## src/rtl/otp_pkg.sv

```systemverilog
package otp_pkg;
  localparam logic [7:0] CMD_SENSE  = 8'h08;
  localparam logic [7:0] CMD_PROG   = 8'h71;
  localparam logic [7:0] UNLOCK_KEY = 8'hAA;
  localparam logic [7:0] ERR_LOCKED = 8'h08;
  localparam logic [7:0] ERR_RANGE  = 8'h02;

  localparam int OFF_STATUS = 'h00;
  localparam int OFF_MASK   = 'h04;
  localparam int OFF_ERR    = 'h08;
  localparam int OFF_CMD    = 'h0C;
  localparam int OFF_ADDR_H = 'h10;
  localparam int OFF_ADDR_L = 'h14;
  localparam int OFF_DATA   = 'h18;
  localparam int OFF_PROT   = 'h1C;

  typedef logic [7:0] byte_t;
endpackage

```

## src/rtl/otp_byte_mem.sv

```systemverilog
module otp_byte_mem #(
  parameter int DEPTH = 256
) (
  input  logic                     clk,
  input  logic                     we,
  input  logic [$clog2(DEPTH)-1:0] waddr,
  input  logic [7:0]               wdata,
  input  logic [$clog2(DEPTH)-1:0] raddr,
  output logic [7:0]               rdata
);
  logic [7:0] mem [DEPTH];

  // power-up state of unblown fuses
  initial begin
    for (int i = 0; i < DEPTH; i++) mem[i] = 8'h00;
  end

  always_ff @(posedge clk) begin
    if (we) mem[waddr] <= wdata;
    rdata <= mem[raddr];
  end
endmodule

```

## src/rtl/otp_seq.sv

```systemverilog
module otp_seq #(
  parameter int BANKS     = 8,
  parameter int ROWS      = 32,
  parameter int SENSE_CYC = 8,
  parameter int PROG_CYC  = 32
) (
  input  logic                          clk,
  input  logic                          rst,
  input  logic                          start_sense,
  input  logic                          start_prog,
  input  logic [5:0]                    addr_hi,
  input  logic [7:0]                    addr_lo,
  input  logic                          unlocked,
  output logic                          busy,
  output logic                          fin,
  output logic                          op_prog,
  output logic                          op_locked,
  output logic                          op_range_bad,
  output logic [$clog2(BANKS*ROWS)-1:0] op_idx,
  output logic [2:0]                    op_bit
);
  localparam int IDX_W = $clog2(BANKS*ROWS);
  localparam int CNT_W = $clog2(PROG_CYC);

  logic [CNT_W-1:0] cnt;
  logic [7:0]       row_full;
  logic [2:0]       bank_sel;
  logic             range_bad;
  logic [IDX_W-1:0] idx_new;

  assign bank_sel  = addr_hi[5:3];
  assign row_full  = {addr_hi[2:0], addr_lo[7:3]};
  assign range_bad = (32'(row_full) >= ROWS) || (32'(bank_sel) >= BANKS);
  assign idx_new   = IDX_W'(32'(bank_sel) * ROWS + 32'(row_full));
  assign fin       = busy && (cnt == '0);

  always_ff @(posedge clk) begin
    if (rst) begin
      busy         <= 1'b0;
      cnt          <= '0;
      op_prog      <= 1'b0;
      op_locked    <= 1'b0;
      op_range_bad <= 1'b0;
      op_idx       <= '0;
      op_bit       <= '0;
    end else if (busy) begin
      if (cnt == '0) busy <= 1'b0;
      else           cnt  <= cnt - 1'b1;
    end else if (start_sense || start_prog) begin
      busy         <= 1'b1;
      cnt          <= start_prog ? CNT_W'(PROG_CYC - 1) : CNT_W'(SENSE_CYC - 1);
      op_prog      <= start_prog;
      op_locked    <= !unlocked;
      op_range_bad <= range_bad;
      op_idx       <= idx_new;
      op_bit       <= addr_lo[2:0];
    end
  end

  // checker counter: cycles spent busy in the current operation
  logic [CNT_W:0] run_len;
  always_ff @(posedge clk) begin
    if (rst || !busy) run_len <= '0;
    else              run_len <= run_len + 1'b1;
  end

  AST_BUSY_BOUND: assert property (@(posedge clk) disable iff (rst)
    busy |-> (run_len < (CNT_W+1)'(PROG_CYC))) else $error("busy too long");

  AST_CMD_WHILE_BUSY: assert property (@(posedge clk) disable iff (rst)
    (busy && (start_sense || start_prog)) |=> ($stable(op_idx) && $stable(op_prog))) else $error("cmd taken while busy");
endmodule

```

## src/rtl/otp_fuse_ctrl.sv

```systemverilog
module otp_fuse_ctrl #(
  parameter int BANKS      = 8,
  parameter int ROWS       = 32,
  parameter int SENSE_CYC  = 8,
  parameter int PROG_CYC   = 32,
  parameter int ADDR_W     = 14,
  parameter int WIN_BASE   = 'h800,
  parameter int WIN_STRIDE = 'h400
) (
  input  logic              clk,
  input  logic              rst,
  input  logic              bus_we,
  input  logic              bus_re,
  input  logic [ADDR_W-1:0] bus_addr,
  input  logic [7:0]        bus_wdata,
  output logic [7:0]        bus_rdata
);
  import otp_pkg::*;

  localparam int DEPTH    = BANKS * ROWS;
  localparam int IDX_W    = $clog2(DEPTH);
  localparam int STRIDE_W = $clog2(WIN_STRIDE);

  // register decode
  logic hit_status, hit_mask, hit_err, hit_cmd, hit_ahi, hit_alo, hit_data, hit_prot;
  assign hit_status = bus_addr == ADDR_W'(OFF_STATUS);
  assign hit_mask   = bus_addr == ADDR_W'(OFF_MASK);
  assign hit_err    = bus_addr == ADDR_W'(OFF_ERR);
  assign hit_cmd    = bus_addr == ADDR_W'(OFF_CMD);
  assign hit_ahi    = bus_addr == ADDR_W'(OFF_ADDR_H);
  assign hit_alo    = bus_addr == ADDR_W'(OFF_ADDR_L);
  assign hit_data   = bus_addr == ADDR_W'(OFF_DATA);
  assign hit_prot   = bus_addr == ADDR_W'(OFF_PROT);

  byte_t      mask_q, err_q, ahi_q, alo_q, data_q, prot_q, reg_q;
  logic [1:0] done_q;
  logic       win_q;

  // sequencer
  logic             busy, fin, op_prog, op_locked, op_range_bad;
  logic [IDX_W-1:0] op_idx;
  logic [2:0]       op_bit;
  logic             go_sense, go_prog;

  assign go_sense = bus_we && hit_cmd && (bus_wdata == CMD_SENSE);
  assign go_prog  = bus_we && hit_cmd && (bus_wdata == CMD_PROG);

  otp_seq #(
    .BANKS(BANKS), .ROWS(ROWS), .SENSE_CYC(SENSE_CYC), .PROG_CYC(PROG_CYC)
  ) seq_i (
    .clk(clk), .rst(rst),
    .start_sense(go_sense), .start_prog(go_prog),
    .addr_hi(ahi_q[5:0]), .addr_lo(alo_q),
    .unlocked(prot_q == UNLOCK_KEY),
    .busy(busy), .fin(fin), .op_prog(op_prog), .op_locked(op_locked),
    .op_range_bad(op_range_bad), .op_idx(op_idx), .op_bit(op_bit)
  );

  // fuse cells and shadow copy
  logic [7:0] fuse_q, shadow_q, cell_wdata;
  logic       cell_we;

  assign cell_we    = fin && op_prog && !op_locked && !op_range_bad;
  assign cell_wdata = fuse_q | (8'h01 << op_bit);

  otp_byte_mem #(.DEPTH(DEPTH)) fuse_i (
    .clk(clk), .we(cell_we), .waddr(op_idx), .wdata(cell_wdata),
    .raddr(op_idx), .rdata(fuse_q)
  );

  // shadow window decode
  logic [ADDR_W-1:0]   win_off, win_bank;
  logic [STRIDE_W-1:0] win_inner;
  logic                win_hit;
  logic [IDX_W-1:0]    win_idx;

  assign win_off   = bus_addr - ADDR_W'(WIN_BASE);
  assign win_bank  = win_off >> STRIDE_W;
  assign win_inner = win_off[STRIDE_W-1:0];
  assign win_hit   = (bus_addr >= ADDR_W'(WIN_BASE))
                  && (win_off < ADDR_W'(BANKS * WIN_STRIDE))
                  && (win_inner[1:0] == 2'b00)
                  && (win_inner < STRIDE_W'(ROWS * 4));
  assign win_idx   = IDX_W'(32'(win_bank) * ROWS + 32'(win_inner >> 2));

  otp_byte_mem #(.DEPTH(DEPTH)) shadow_i (
    .clk(clk), .we(cell_we), .waddr(op_idx), .wdata(cell_wdata),
    .raddr(win_idx), .rdata(shadow_q)
  );

  // completion flags
  logic [1:0] done_set;
  byte_t      err_set, reg_rd_val;

  assign done_set = fin ? (op_prog ? 2'b01 : 2'b10) : 2'b00;
  assign err_set  = fin ? ((op_prog && op_locked ? ERR_LOCKED : 8'h00)
                         | (op_range_bad ? ERR_RANGE : 8'h00)) : 8'h00;

  always_comb begin
    reg_rd_val = 8'h00;
    if (hit_status)    reg_rd_val = {busy, 5'b00000, done_q};
    else if (hit_mask) reg_rd_val = mask_q;
    else if (hit_err)  reg_rd_val = err_q;
    else if (hit_ahi)  reg_rd_val = ahi_q;
    else if (hit_alo)  reg_rd_val = alo_q;
    else if (hit_data) reg_rd_val = data_q;
    else if (hit_prot) reg_rd_val = prot_q;
  end

  always_ff @(posedge clk) begin
    if (rst) begin
      done_q <= '0;
      mask_q <= '0;
      err_q  <= '0;
      ahi_q  <= '0;
      alo_q  <= '0;
      data_q <= '0;
      prot_q <= '0;
      reg_q  <= '0;
      win_q  <= 1'b0;
    end else begin
      done_q <= (done_q & ~((bus_we && hit_status) ? bus_wdata[1:0] : 2'b00)) | done_set;
      err_q  <= (err_q & ~((bus_we && hit_err) ? bus_wdata : 8'h00)) | err_set;
      if (bus_we && hit_mask) mask_q <= bus_wdata;
      if (bus_we && hit_ahi)  ahi_q  <= bus_wdata;
      if (bus_we && hit_alo)  alo_q  <= bus_wdata;
      if (bus_we && hit_prot) prot_q <= bus_wdata;
      if (fin && !op_prog)    data_q <= op_range_bad ? 8'h00 : fuse_q;
      if (bus_re) begin
        reg_q <= reg_rd_val;
        win_q <= win_hit;
      end
    end
  end

  assign bus_rdata = win_q ? shadow_q : reg_q;

  AST_DONE_ON_FALL: assert property (@(posedge clk) disable iff (rst)
    ($fell(busy) && !$past(rst)) |-> (done_q != 2'b00)) else $error("no done flag");

  AST_LOCKED_FLAG: assert property (@(posedge clk) disable iff (rst)
    (fin && op_prog && op_locked) |=> err_q[3]) else $error("locked error missing");

  AST_RANGE_FLAG: assert property (@(posedge clk) disable iff (rst)
    (fin && op_range_bad) |=> err_q[1]) else $error("range error missing");
endmodule

```

## config.mk

```make
export PLATFORM = sky130hd
export DESIGN_NAME = otp_fuse_ctrl
export DESIGN_NICKNAME = d
export VERILOG_FILES = /design/src/rtl/otp_pkg.sv /design/src/rtl/otp_byte_mem.sv /design/src/rtl/otp_seq.sv /design/src/rtl/otp_fuse_ctrl.sv
export SDC_FILE = /design/constraint.sdc
export NUM_CORES = 2
export LEC_CHECK = 0
export CORE_MARGIN = 2
export CORE_UTILIZATION = 35
export DETAILED_ROUTE_END_ITERATION = 10
export DONT_BUFFER_PORTS = 1
export MAX_ROUTING_LAYER = met4
export SLEW_MARGIN = 20
export SYNTH_ARGS = -nofsm -noshare
export SYNTH_HDL_FRONTEND = slang
export SYNTH_SLANG_ARGS = --single-unit
export TNS_END_PERCENT = 100
```

## constraint.sdc

```tcl
create_clock -name clk -period 13.5 [get_ports clk]
set_clock_uncertainty 0.1 [all_clocks]
set_input_delay 1.35 -clock clk [delete_from_list [all_inputs] [get_ports clk]]
set_output_delay 1.35 -clock clk [all_outputs]
set_load 0.03 [all_outputs]
```

==> metrics.txt <==
Max Clock Freq about 180 MHz; CTS Buf Count between 200 and 250; clk slew on worst S/H paths roughly 0.06 ns; fin. max-slew vios 0; worst path cell trace buf_4, buf_4, mux4_2, a22oi_1, a21oi_1, nor4_1, nor3_1, or3_1; Clk pwr share between 40 and 50%; vias post-DR 59,400; Synth Warn # 0; WP data arrival 6.36 ns; Clock Tree Buf Depth 3; Worst Setup Slack, final 7.79 ns; largest net degree at the start of global routing 527; Top Family by Delay on Critical Path simple AND/OR/NAND/NOR gates; CP Max Fanout 40; Net Sw Frac 22.1%; asr flop ratio synth 0%; EDFF count, synth between 2,000 and 2,500; power density over the cells 123 mW/mm^2; DRC viols 0; vias in the first global route between 50,000 and 60,000; 1st-pass router iterations 8; DP Wirelength roughly 220,000 um; Comb power frac under 10%; final setup TNS 0 ns; top cells by instance count after synthesis 2,048 x edfxtp_1, 1,110 x mux4_2, 336 x nor2_1; buffer count from post-CTS setup fixing 0; H-tree levels 4; synth-to-layout area growth 11.6%; classification of the worst-slack hold path reg2reg; width of the die 537 um; Min Clock Period, post-route approximately 5.7 ns; vias per cell roughly 6.5; syn avg cell area 19.2 um^2; Leakage roughly 34 nW; max_cap viols 0; CTS resizes 0; area leader, netlist edfxtp_1; ratio of cells with drive above 1 in the final layout approximately a third; clk_lat worst skew about 0.88 ns; CP startpoint kind flop; initial antenna violation count 20; CP max stage cell nor4_1; Placer Congestion about 0.97; Worst-Margin Slew around 1.3 ns; Pint roughly 11 mW; I/O Pins 34; worst rel slew slack between 10 and 15%; Seq pwr share ~53%; Routed Antenna Nets 0; Global Route Usage Sum between 20% and 30%; nets@finish between 5,000 and 6,000; Multi-input gate area 0.0342 mm^2; Yosys cell types 77; Final Cycle Share 42.3%; total gr overflow 0; DR WL/cell between 30 and 40 um; first-pass GRT wire length approximately 480,000 um; top cell type's share of synthesized area around three fifths; Synth Instances 5,168; CP Data Required Time ~14 ns; hold_buf cts 0; DR iter-0 viols slightly above 10,000; Initial Utilization 35.2%; P_sw between 3 and 4 mW; critical path class reg2reg; flops & latches, synth between 2,000 and 2,500; final WL around 350,000 um; Hold Fails Final Rpt 0; IO buf count 0; # setup viols final 0; CTS tree yes; top-count cell post-synth edfxtp_1; RSZ-0062 raised after global routing false; maximum vdd drop ~0.16 mV; register area 0.0634 mm^2; status completed; register area share after synthesis between 60% and 70%; Syn Nets 5,202; Die Y approximately 540 um; worst slack, placed 7.82 ns; dominant cells by area after synthesis edfxtp_1 62%, mux4_2 25%, dfxtp_1 1.9%, nor2_1 1.3%, mux2i_1 1.2%; core footprint 0.283 mm^2; Most used DFF post-synth edfxtp_1; full die area just under 0.3 mm^2; Worst setup EP type flop; Mapped Area around 0.099 mm^2; most frequent CP cell buf_4; fillers between 20,000 and 30,000; row count around 200; CP peak stage delay between 0.9 and 1 ns; # clock sinks ~2,100; CTS Root Cell clkbuf_16; Buf+Inv Stages, Crit Path 2
-- layer usage --
metal | routed length [um] | global-route usage [%] | vias to the layer above
met2 | 157000 | 35.5 | 4589
met4 | 19700 | 11.8 | 0
met3 | 46600 | 8.01 | 920
met1 | 128000 | 31.7 | 31700
li1 | - | - | 22200
met5 | 0 | - | -
-- per-stage QoR --
stage / cell area [um^2] / hold slack (ns) / total power, mW / instances / utilization [%]
floorplan: 99500 / 0.308 / 7.65 / 5168 / -
global placement: 104000 / 0.316 / 7.79 / 8680 / 36.7
detailed placement: 104000 / 0.326 / 7.79 / 8681 / 36.7
CTS: 111000 / 0.337 / 13.6 / 9078 / 39.1
global route: 111000 / 0.368 / 14.0 / 9111 / 39.3
finish: 111000 / 0.336 / 13.7 / 9118 / 39.3
-- tightest hold or removal path, stage by stage (launching register included) --
cell and delay (ns):
dfxtp_1 0.31, inv_1 0.05, a311oi_1 0.04
-- cells in the final DEF, fill, tap and decap left out, types with 19 or more instances in the layout --
master and instances:
dfxtp_1 90, buf_4 179, a211oi_1 33, nor3_1 35, clkbuf_16 219, diode_2 29
edfxtp_1 2048, clkinv_1 50, a22oi_1 129, nor2_1 313, nor2b_1 19, mux2i_1 119
clkinv_2 40, nand3_1 64, nand2_1 195, mux4_2 1110, o22ai_1 73, mux2_2 24
nor2_2 20, a21oi_1 113, clkbuf_1 51, inv_1 25
-- final timing paths --
| path | slack, ns | startpoint | to | cells past startpoint |
|---|---|---|---|---|
| worst max-delay path | 7.79 | seq_i.op_idx[0]$_SDFFE_PP0P_ | fuse_i.rdata[6]$_DFF_P_ | 8 |
| worst min-delay path | 0.34 | err_q[4]$_SDFF_PP0_ | err_q[4]$_SDFF_PP0_ | 2 |
| worst max register to register | 7.79 | seq_i.op_idx[0]$_SDFFE_PP0P_ | fuse_i.rdata[6]$_DFF_P_ | 8 |
| worst min register to register | 0.34 | err_q[4]$_SDFF_PP0_ | err_q[4]$_SDFF_PP0_ | 2 |
-- state kept, by name (all words and copies together), names as in the netlist, 5 cells and up --
| signal | flops |
|---|---|
| data_q | 8 |
| fuse_i.rdata | 8 |
| prot_q | 8 |
| shadow_i.rdata | 8 |
| mask_q | 8 |
| seq_i.op_idx | 8 |
| err_q | 8 |
| seq_i.cnt | 5 |
| reg_q | 8 |
| ahi_q | 8 |
| shadow_i.mem | 2040 |
| alo_q | 8 |
| fuse_i.mem | 8 |
-- power groups by stage --
stage | combinational [mW] | clock (mW) | sequential (mW)
floorplan | 0.331 | 0 | 7.32
global placement | 0.448 | 0 | 7.34
detailed placement | 0.448 | 0 | 7.34
CTS | 0.449 | 5.97 | 7.20
global route | 0.551 | 6.22 | 7.20
finish | 0.554 | 5.95 | 7.20
-- area by class of cell --
class                      instances  area share, %
antenna                           29         0.0654
clock buffer                     272           5.13
clock inverter                   125           1.01
inverter                          30          0.110
multi-input combinational       2580           30.8
sequential                      2143           57.1
tap                             3743           4.22
timing repair buffer             196           1.56
-- kinds of logic after synthesis --
kind of cell    synth area share, %
compound gates                 3.56
mux                            26.6
xor+xnor                     0.0667
simple gates                   3.65
fa+ha+maj                     0.116
buf+inv                        2.25
flops                          63.7
No activity file was read; power rests on OpenSTA's default activity.
